### config.mk
export PLATFORM = sky130hd
export DESIGN_NAME = cfg_bit_streamer
export DESIGN_NICKNAME = d
export VERILOG_FILES = /design/src/rtl/cfgs_pkg.sv /design/src/rtl/cfgs_ctrl.sv /design/src/rtl/cfgs_addr_seq.sv /design/src/rtl/cfgs_bit_store.sv /design/src/rtl/cfg_bit_streamer.sv
export SDC_FILE = /design/constraint.sdc
export NUM_CORES = 2
export LEC_CHECK = 0
export ABC_AREA = 0
export BUFFER_PORTS_ARGS = -buffer_cell sky130_fd_sc_hd__buf_2
export CORE_ASPECT_RATIO = 0.6
export CORE_UTILIZATION = 40
export CTS_BUF_LIST = sky130_fd_sc_hd__clkbuf_4 sky130_fd_sc_hd__clkbuf_8 sky130_fd_sc_hd__clkbuf_16
export DETAILED_ROUTE_END_ITERATION = 16
export SLEW_MARGIN = 20
export SYNTH_ARGS = -nofsm -noshare
export SYNTH_HDL_FRONTEND = slang
export SYNTH_SLANG_ARGS = --single-unit
### constraint.sdc
create_clock -name clk -period 3.5 [get_ports clk]
set_clock_uncertainty 0.1 [all_clocks]
set_input_delay 0.175 -clock clk [delete_from_list [all_inputs] [get_ports clk]]
set_output_delay 0.175 -clock clk [all_outputs]
set_load 0.05 [all_outputs]
### src/rtl/cfgs_pkg.sv
// Shared types for the serial configuration bit streamer.
package cfgs_pkg;

    // Meaning of the reset/output-enable pin level.
    typedef enum logic {
        POL_ACT_LOW  = 1'b0,
        POL_ACT_HIGH = 1'b1
    } rst_pol_e;

endpackage

### src/rtl/cfgs_ctrl.sv
// Reset decode for the streamer.
// Holds the stored polarity of the reset/output-enable pin, turns the pin
// level into a reset request and registers the open-drain ready flag.
// Assumes rst_n is synchronous to clk and that rop_pin is stable at edges.
module cfgs_ctrl
    import cfgs_pkg::*;
(
    input  logic clk,
    input  logic rst_n,
    input  logic rop_pin,
    input  logic cfg_wr,
    input  logic cfg_pol_hi,
    output logic rst_act,
    output logic ready_pd
);

    rst_pol_e pol_q;

    // Stored polarity setting, defaults to active-high.
    always_ff @(posedge clk) begin
        if (!rst_n)
            pol_q <= POL_ACT_HIGH;
        else if (cfg_wr)
            pol_q <= cfg_pol_hi ? POL_ACT_HIGH : POL_ACT_LOW;
    end

    // Pin level compared with the stored polarity.
    always_comb begin
        rst_act = (pol_q == POL_ACT_HIGH) ? rop_pin : !rop_pin;
    end

    // Ready pull-down follows the reset request one edge later.
    always_ff @(posedge clk) begin
        if (!rst_n)
            ready_pd <= 1'b1;
        else
            ready_pd <= rst_act;
    end

    assert_pol_store_R2: assert property (@(posedge clk) disable iff (!rst_n)
        cfg_wr |=> ((pol_q == POL_ACT_HIGH) == $past(cfg_pol_hi)));

    assert_ready_hold_R8: assert property (@(posedge clk) disable iff (!rst_n)
        rst_act |=> ready_pd);

    assert_ready_free_R8: assert property (@(posedge clk) disable iff (!rst_n)
        !rst_act |=> !ready_pd);

endmodule

### src/rtl/cfgs_addr_seq.sv
// Saturating bit-address counter with an end-of-array flag.
// Clears on block reset or on a reset request. Advances by one per edge
// while stepping is enabled. On the edge that consumes the last address it
// raises the exhausted flag and stops, without wrapping.
module cfgs_addr_seq #(
    parameter int DEPTH = 1024,
    localparam int AW   = $clog2(DEPTH),
    localparam logic [AW-1:0] LAST = AW'(DEPTH - 1)
) (
    input  logic          clk,
    input  logic          rst_n,
    input  logic          clr,
    input  logic          step_en,
    output logic [AW-1:0] addr,
    output logic          exhausted
);

    // Counter and end flag update.
    always_ff @(posedge clk) begin
        if (!rst_n || clr) begin
            addr      <= '0;
            exhausted <= 1'b0;
        end else if (step_en && !exhausted) begin
            if (addr == LAST)
                exhausted <= 1'b1;
            else
                addr <= addr + 1'b1;
        end
    end

    assert_clear_R3: assert property (@(posedge clk) disable iff (!rst_n)
        clr |=> (addr == '0) && !exhausted);

    assert_hold_R5: assert property (@(posedge clk) disable iff (!rst_n)
        (!clr && !step_en) |=> $stable(addr) && $stable(exhausted));

    assert_step_R4: assert property (@(posedge clk) disable iff (!rst_n)
        (!clr && step_en && !exhausted && addr != LAST) |=> (addr == $past(addr) + 1'b1));

    assert_no_wrap_R6: assert property (@(posedge clk) disable iff (!rst_n)
        exhausted |-> (addr == LAST));

endmodule

### src/rtl/cfgs_bit_store.sv
// Bit array with a synchronous single-bit write port and an asynchronous
// read of the addressed bit. Storage is not reset. Writes to addresses at or
// above DEPTH match no cell and are dropped.
module cfgs_bit_store #(
    parameter int DEPTH = 1024,
    localparam int AW   = $clog2(DEPTH)
) (
    input  logic          clk,
    input  logic          wr_en,
    input  logic [AW-1:0] wr_addr,
    input  logic          wr_bit,
    input  logic [AW-1:0] rd_addr,
    output logic          rd_bit
);

    logic [DEPTH-1:0] cells;

    for (genvar g = 0; g < DEPTH; g++) begin : g_cell
        // One storage cell, written when its address is selected.
        always_ff @(posedge clk) begin
            if (wr_en && (wr_addr == AW'(g)))
                cells[g] <= wr_bit;
        end
    end

    // Read of the addressed cell.
    always_comb begin
        rd_bit = cells[rd_addr];
    end

    assert_write_R9: assert property (@(posedge clk)
        wr_en |=> (cells[$past(wr_addr)] == $past(wr_bit)));

endmodule

### src/rtl/cfg_bit_streamer.sv
// Serial configuration bit streamer, top level.
// Streams the stored bits one per clock while chip enable is low and the
// reset/output-enable pin is inactive. When the array is used up it drops
// its output and hands over to the next copy through ceo_n.
// Assumes the clock comes from the device being configured and that all
// inputs change away from the rising edge.
module cfg_bit_streamer
    import cfgs_pkg::*;
#(
    parameter int DEPTH = 1024,
    localparam int AW   = $clog2(DEPTH)
) (
    input  logic          clk,
    input  logic          rst_n,
    input  logic          rop_pin,
    input  logic          ce_n,
    input  logic          cfg_wr,
    input  logic          cfg_pol_hi,
    input  logic          wr_en,
    input  logic [AW-1:0] wr_addr,
    input  logic          wr_bit,
    output logic          dout,
    output logic          dout_en,
    output logic          ceo_n,
    output logic          ready_pd
);

    logic          rst_act;
    logic [AW-1:0] addr;
    logic          exhausted;
    logic          rd_bit;

    cfgs_ctrl u_ctrl (
        .clk        (clk),
        .rst_n      (rst_n),
        .rop_pin    (rop_pin),
        .cfg_wr     (cfg_wr),
        .cfg_pol_hi (cfg_pol_hi),
        .rst_act    (rst_act),
        .ready_pd   (ready_pd)
    );

    cfgs_addr_seq #(.DEPTH(DEPTH)) u_seq (
        .clk       (clk),
        .rst_n     (rst_n),
        .clr       (rst_act),
        .step_en   (!ce_n),
        .addr      (addr),
        .exhausted (exhausted)
    );

    cfgs_bit_store #(.DEPTH(DEPTH)) u_store (
        .clk     (clk),
        .wr_en   (wr_en),
        .wr_addr (wr_addr),
        .wr_bit  (wr_bit),
        .rd_addr (addr),
        .rd_bit  (rd_bit)
    );

    // Serial output drive: only while enabled, out of reset and bits remain.
    always_comb begin
        dout_en = !rst_act && !ce_n && !exhausted;
        dout    = dout_en & rd_bit;
    end

    // Cascade enable: low once exhausted, then tracks ce_n until reset.
    always_comb begin
        ceo_n = (exhausted && !rst_act) ? ce_n : 1'b1;
    end

    assert_handover_R6: assert property (@(posedge clk) disable iff (!rst_n)
        !ceo_n |-> !dout_en);

    assert_ceo_reset_R7: assert property (@(posedge clk) disable iff (!rst_n)
        rst_act |-> ceo_n);

    // Undriven output reads as zero.
    always_comb begin
        assert_quiet_R3: assert (dout_en || !dout);
    end

endmodule

[Yosys cells after proc, flatten, opt, wreduce, memory -nomap -nowiden]
Cells that the tools add are included.
Storage, ports and cells
  bits in registers: 1037
  output and inout port bits: 4
  word-level logic and storage cells: 3098
  input bits: 18
Operators by class
  muxes and demuxes: 5
  equal/unequal tests: 1024
  $add $sub $neg: 1
  bitwise operators: 2
  reductions and logical operators: 1037
  order comparisons: 1
Operators by type and width (count)
  equality test 10 bit (second input constant): 513
  equality test 10 x 9 -> 1 bit (second input constant): 256
  equality test 10 x 8 -> 1 bit (second input constant): 128
  logical AND 1 bit: 1028
  equality test 10 x 7 -> 1 bit (second input constant): 64
  equality test 10 x 6 -> 1 bit (second input constant): 32
  equality test 10 x 5 -> 1 bit (second input constant): 16
  equality test 10 x 4 -> 1 bit (second input constant): 8
  equality test 10 x 3 -> 1 bit (second input constant): 4
  equality test 10 x 2 -> 1 bit (second input constant): 2
  < comparator 10 x 11 -> 1 bit (second input constant): 1
  adder 10 x 1 -> 10 bit (second input constant): 1
  binary-select mux 1 bit (select 10 bit): 1
  equality test 10 x 1 -> 1 bit (second input constant): 1
  logical NOT 10 bit: 1
  logical NOT 1 bit: 5
  two-way mux 1 bit: 4
  AND reduction 2 bit: 2
  bitwise AND 1 bit: 1
  logical OR 1 bit: 1
  inverter 1 bit: 1

[Longest topological paths before layout]
  word-level depth: 6
  depth in mapped cells: 13
  depth with buffers taken out: 8

[Cells and area by module]
Synthesis repeated with hierarchy kept, for this count alone.
Second synthesis, totals
  cell total of the unflattened synthesis: 3316
  area, all modules: 45743.9 µm²
Modules (own cells, without submodules)
  cfgs_bit_store: instances 1, area each 45077.0 µm², cells an instance 3242, sequential area each 30749.5 µm²
  cfgs_addr_seq: instances 1, area each 571.8 µm², cells an instance 64, sequential area each 220.2 µm²
  cfgs_ctrl: instances 1, area each 68.8 µm², cells an instance 6, sequential area each 40.0 µm²
  cfg_bit_streamer: instances 1, area each 26.3 µm², cells an instance 4, sequential area each 0.0 µm²

[Least setup slack after synthesis]
No wires, ideal clock.
  kind: register -> output
  from: register u_seq.addr[1]
  to: output dout
  arrival: 2700 ps
  cell stages (with the launch flop): 13
  buffers on the path: 4
  setup slack: 525 ps
  required time: 3225 ps
  cells stage by stage: dfxtp_1 -> buf_2 -> buf_4 -> buf_2 -> buf_1 -> mux4_2 -> o211ai_1 -> o31ai_1 -> a31oi_1 -> a31oi_1 -> o221ai_2 -> o221ai_1 -> o21a_1
On the way
  cells in the longest elaborated chain, start to end: 3
Ends and longest elaborated chain
  start: declaration: line cfgs_addr_seq.sv:14  | output logic [AW-1:0] addr,
  start signal: assignment: line cfgs_addr_seq.sv:27  | addr <= addr + 1'b1;
  binary-select mux 1 bit (select 10 bit): line cfgs_bit_store.sv:28  | rd_bit = cells[rd_addr];
  two-way mux 1 bit (implied by the code): line cfgs_bit_store.sv:28
  bitwise AND 1 bit: line cfg_bit_streamer.sv:64  | dout = dout_en & rd_bit;
  end: declaration: line cfg_bit_streamer.sv:22  | output logic dout,
Every way passes these cells. The select of a mux whose other input is x is not followed.

[Worst setup path in the final report]
  from: register u_seq.addr[0]
  to: output dout
The elaborated chain is that of the path after synthesis.

==> Flow_metrics.wiki <==
{| class="wikitable"
! Metric !! Value
|-
| CP required || 3.22 ns
|-
| Highest clock frequency the design can meet || 243 MHz
|-
| Average wire per standard cell || 26.9 microns
|-
| Reg-to-reg setup timing slack || 0.92 ns
|-
| Signed area change from the synthesized netlist to the final layout || 16.7%
|-
| Seq cells post-synth || 1037
|-
| Syn avg cell area || 13.7 sq um
|-
| Number of synthesized flops with an enable pin || 1024
|-
| Cell type with the highest aggregate area in the netlist || edfxtp_1
|-
| Number of H-tree levels || 3
|-
| Die Width || 438 microns
|-
| Remaining max-slew budget at the tightest pin || 30.4%
|-
| Critical-path maximum fanout || 8
|-
| Overall Global Routing Usage || 23.6%
|-
| Outcome || finished with violations
|-
| # rows || 95
|-
| Xor/xnor share of the synthesized area || 0.192%
|-
| Synthesized-area fraction occupied by ao, oa, aoi and oai cells || 3.36%
|-
| Number of instances in the synthesized netlist || 3319
|-
| Clock Latency Late Sink || 0.71 ns
|-
| Fraction of synthesized area in multiplexers || 12.9%
|-
| Dominant combinational cell family by area after synthesis || multiplexers
|-
| Synth async-reset ratio || 0%
|-
| Ratio of final minimum period to clock period || 118%
|-
| Total power divided by cell area || 490 nW/um^2
|-
| Pin count of the biggest net entering global routing || 153
|-
| Final sum of negative setup slack || -0.619 ns
|-
| Total Wirelength || 137000 microns
|-
| Remaining Overflow, GRT || 0
|-
| Root Driver || clkbuf_16
|-
| Total number of yosys warnings || 0
|-
| Critical Path End Type || output pin
|-
| List of most frequent post-synthesis cells || nor2_1 (1073), edfxtp_1 (1024), nand2_1 (305), mux4_2 (208), clkbuf_1 (159)
|-
| Startpoint types || flop
|-
| Nets in the synthesized netlist || 3338
|-
| Power, Total || 26.0 mW
|-
| Violated checks || design-rule violations, negative setup slack
|-
| Count of input and output buffers || 21
|-
| Area of the die || 115000 sq um
|-
| CTS sink count || 1037
|-
| Total leakage power || 15.9 nW
|-
| Number of clock buffers inserted by TritonCTS || 97
|-
| Vias in the first global route || 27950
|-
| Via-to-Cell Ratio || 5.85
|-
| RSZ-0062 raised after global routing || true
|-
| Post-synth top flop || edfxtp_1
|-
| Startpoint-to-endpoint class of the critical path || flop to output pin
|-
| Initial cell density of the core || 40.5%
|-
| Fraction of the yosys area taken by sequential cells || 68.1%
|-
| Core ar. || 112000 sq um
|-
| Total vias in the final route || 29692
|-
| Arrival time reported for the critical path endpoint || 3.84 ns
|-
| Cell Area, Synth || 45500 sq um
|-
| Number of unique standard cell types used by synthesis || 66
|-
| Final critical-path setup slack || -0.619 ns
|-
| Final slew viol count || 0
|-
| Final #Nets || 3517
|-
| HPWL after detailed placement || 86600 microns
|-
| Top-level I/O count || 22
|-
| Total count of hold-check failures in the final report || 0
|-
| Setup WS pre-CTS || -0.197 ns
|-
| Worst Max-Slew Pin Slew || 1.04 ns
|-
| DR iter-0 viols || 4159
|-
| Largest cells by area after synthesis || edfxtp_1 (68%), mux4_2 (10%), nor2_1 (8.8%), nand2_1 (2.5%), mux2i_1 (2.3%)
|-
| Min Clock Period, post-route || 4.12 ns
|-
| TritonCTS clock tree || built
|-
| Clock slew at the register clock pins of the worst setup and hold paths || 0.07 ns
|-
| 1st-pass router iterations || 12
|-
| Class of the tightest hold or removal check || input pin to flop
|-
| Number of antenna violations at the first check in global routing || 4
|-
| Share of the core filled with cells || 47.2%
|-
| Area share of the largest cell type after synthesis || 67.5%
|-
| Share of synthesized cell area in and, or, nand and nor gates || 12.6%
|-
| Die Y || 263 microns
|-
| Share of final-layout standard cells stronger than drive strength 1 || 21.8%
|-
| Peak ir drop on the vdd network || 0.361 mV
|-
| Most repeated cell in the gate-level netlist after synthesis || nor2_1
|-
| Number of max-capacitance violations reported || 0
|-
| Post-synthesis adder-cell area fraction || 0.0275%
|-
| Count of antenna-violating nets left after detailed routing || 0
|-
| Global placer's final weighted congestion || 0.876
|-
| Global-route wire length before repair || 199000 microns
|-
| DRC viols || 2
|-
| Setup violations, final || 1
|-
| CTS max path bufs || 3
|}
## critical path, stage by stage, from the launching register on
cell and delay [ns]:
dfxtp_4 0.40, buf_12 0.13, buf_12 0.13, buf_4 0.23, mux4_2 0.52, a21oi_1 0.19, a21oi_1 0.09, a211oi_2 0.51
nor4_2 0.15, nor3_2 0.22, a221oi_2 0.09, o21a_2 0.27, buf_12 0.17
## metrics by stage
| step | hold WS [ns] | std cells | area [sq um] |
|---|---|---|---|
| after floorplan | 0.137 | 3319 | 45500 |
| after global placement | 0.298 | 4867 | 49100 |
| after detailed placement | 0.309 | 4867 | 49100 |
| after CTS | 0.0983 | 5074 | 53100 |
| after global routing | 0.122 | 5075 | 53100 |
| final | 0.144 | 5076 | 53100 |
## cell usage in the layout (no fill, tap or decap), drive strengths merged, types with 9 or more instances in the layout
cell	instances
nand3	11
a211oi	15
nor4	9
buf	324
a221oi	10
nor2	1073
nand2	305
o221ai	24
o22ai	16
mux4	208
a22o	9
a21oi	43
nor2b	9
a22oi	24
mux2	13
dfxtp	13
a211o	10
nand2b	14
clkinv	40
mux2i	105
clkbuf	113
o21ai	26
inv	11
nor3	19
bufinv	12
edfxtp	1024
## registers in the layout (all words and copies together), names as in the netlist
name,count
u_ctrl.ready_pd,1
u_seq.addr,10
u_seq.exhausted,1
u_store.cells,1024
u_ctrl.pol_q,1
## cells by family (layout without fill, tap and decap cells)
logic type / count (synthesis) / in the layout
other cells: 0 / 1
compound gates: 215 / 215
fa+ha+maj: 1 / 1
simple gates: 1470 / 1470
xor+xnor: 10 / 10
buf+inv: 260 / 513
mux: 326 / 326
flops: 1037 / 1037
## path summary, 6_finish.rpt
kind                   startpoint         endpoint  cells past startpoint
setup / recovery    u_seq.addr[0]             dout                     12
hold / removal              rst_n     u_ctrl.pol_q                      3
setup reg to reg    u_seq.addr[3]    u_seq.addr[8]                      9
hold reg to reg   u_seq.exhausted  u_seq.exhausted                      2
## area by class of cell
class	count	area, sq um
Clock inverter	60	656
Timing Repair Buffer	332	3330
Clock buffer	113	2580
Antenna cell	1	2.50
Multi-Input combinational cell	2022	13600
Sequential cell	1037	31000
Inverter	8	30.0
Fill cell	9942	59300
Tap cell	1503	1880
## power breakdown
group / switching [mW] / leakage (nW) / internal, mW
registers: 0.00520 / 9.31 / 13.6
clock network: 4.86 / 1.59 / 6.18
logic: 0.845 / 4.95 / 0.509
## per-layer routing
| metal | track usage, % | wire length (microns) | up-vias |
|---|---|---|---|
| li1 | - | - | 12534 |
| met4 | 5.57 | 3000 | 0 |
| met2 | 31.0 | 54900 | 1759 |
| met3 | 6.41 | 17200 | 193 |
| met5 | 0 | 0 | - |
| met1 | 38.0 | 61700 | 15206 |
## timing repair
action,in CTS,in global routing
hold buffers,7,0
pin swaps,18,5
endpoints found under the hold margin,102,0
cloned,3,0
buffers inserted,26,2
setup endpoints to repair,1,1
resized for setup,60,10
Power figures use the tool's default switching activity.
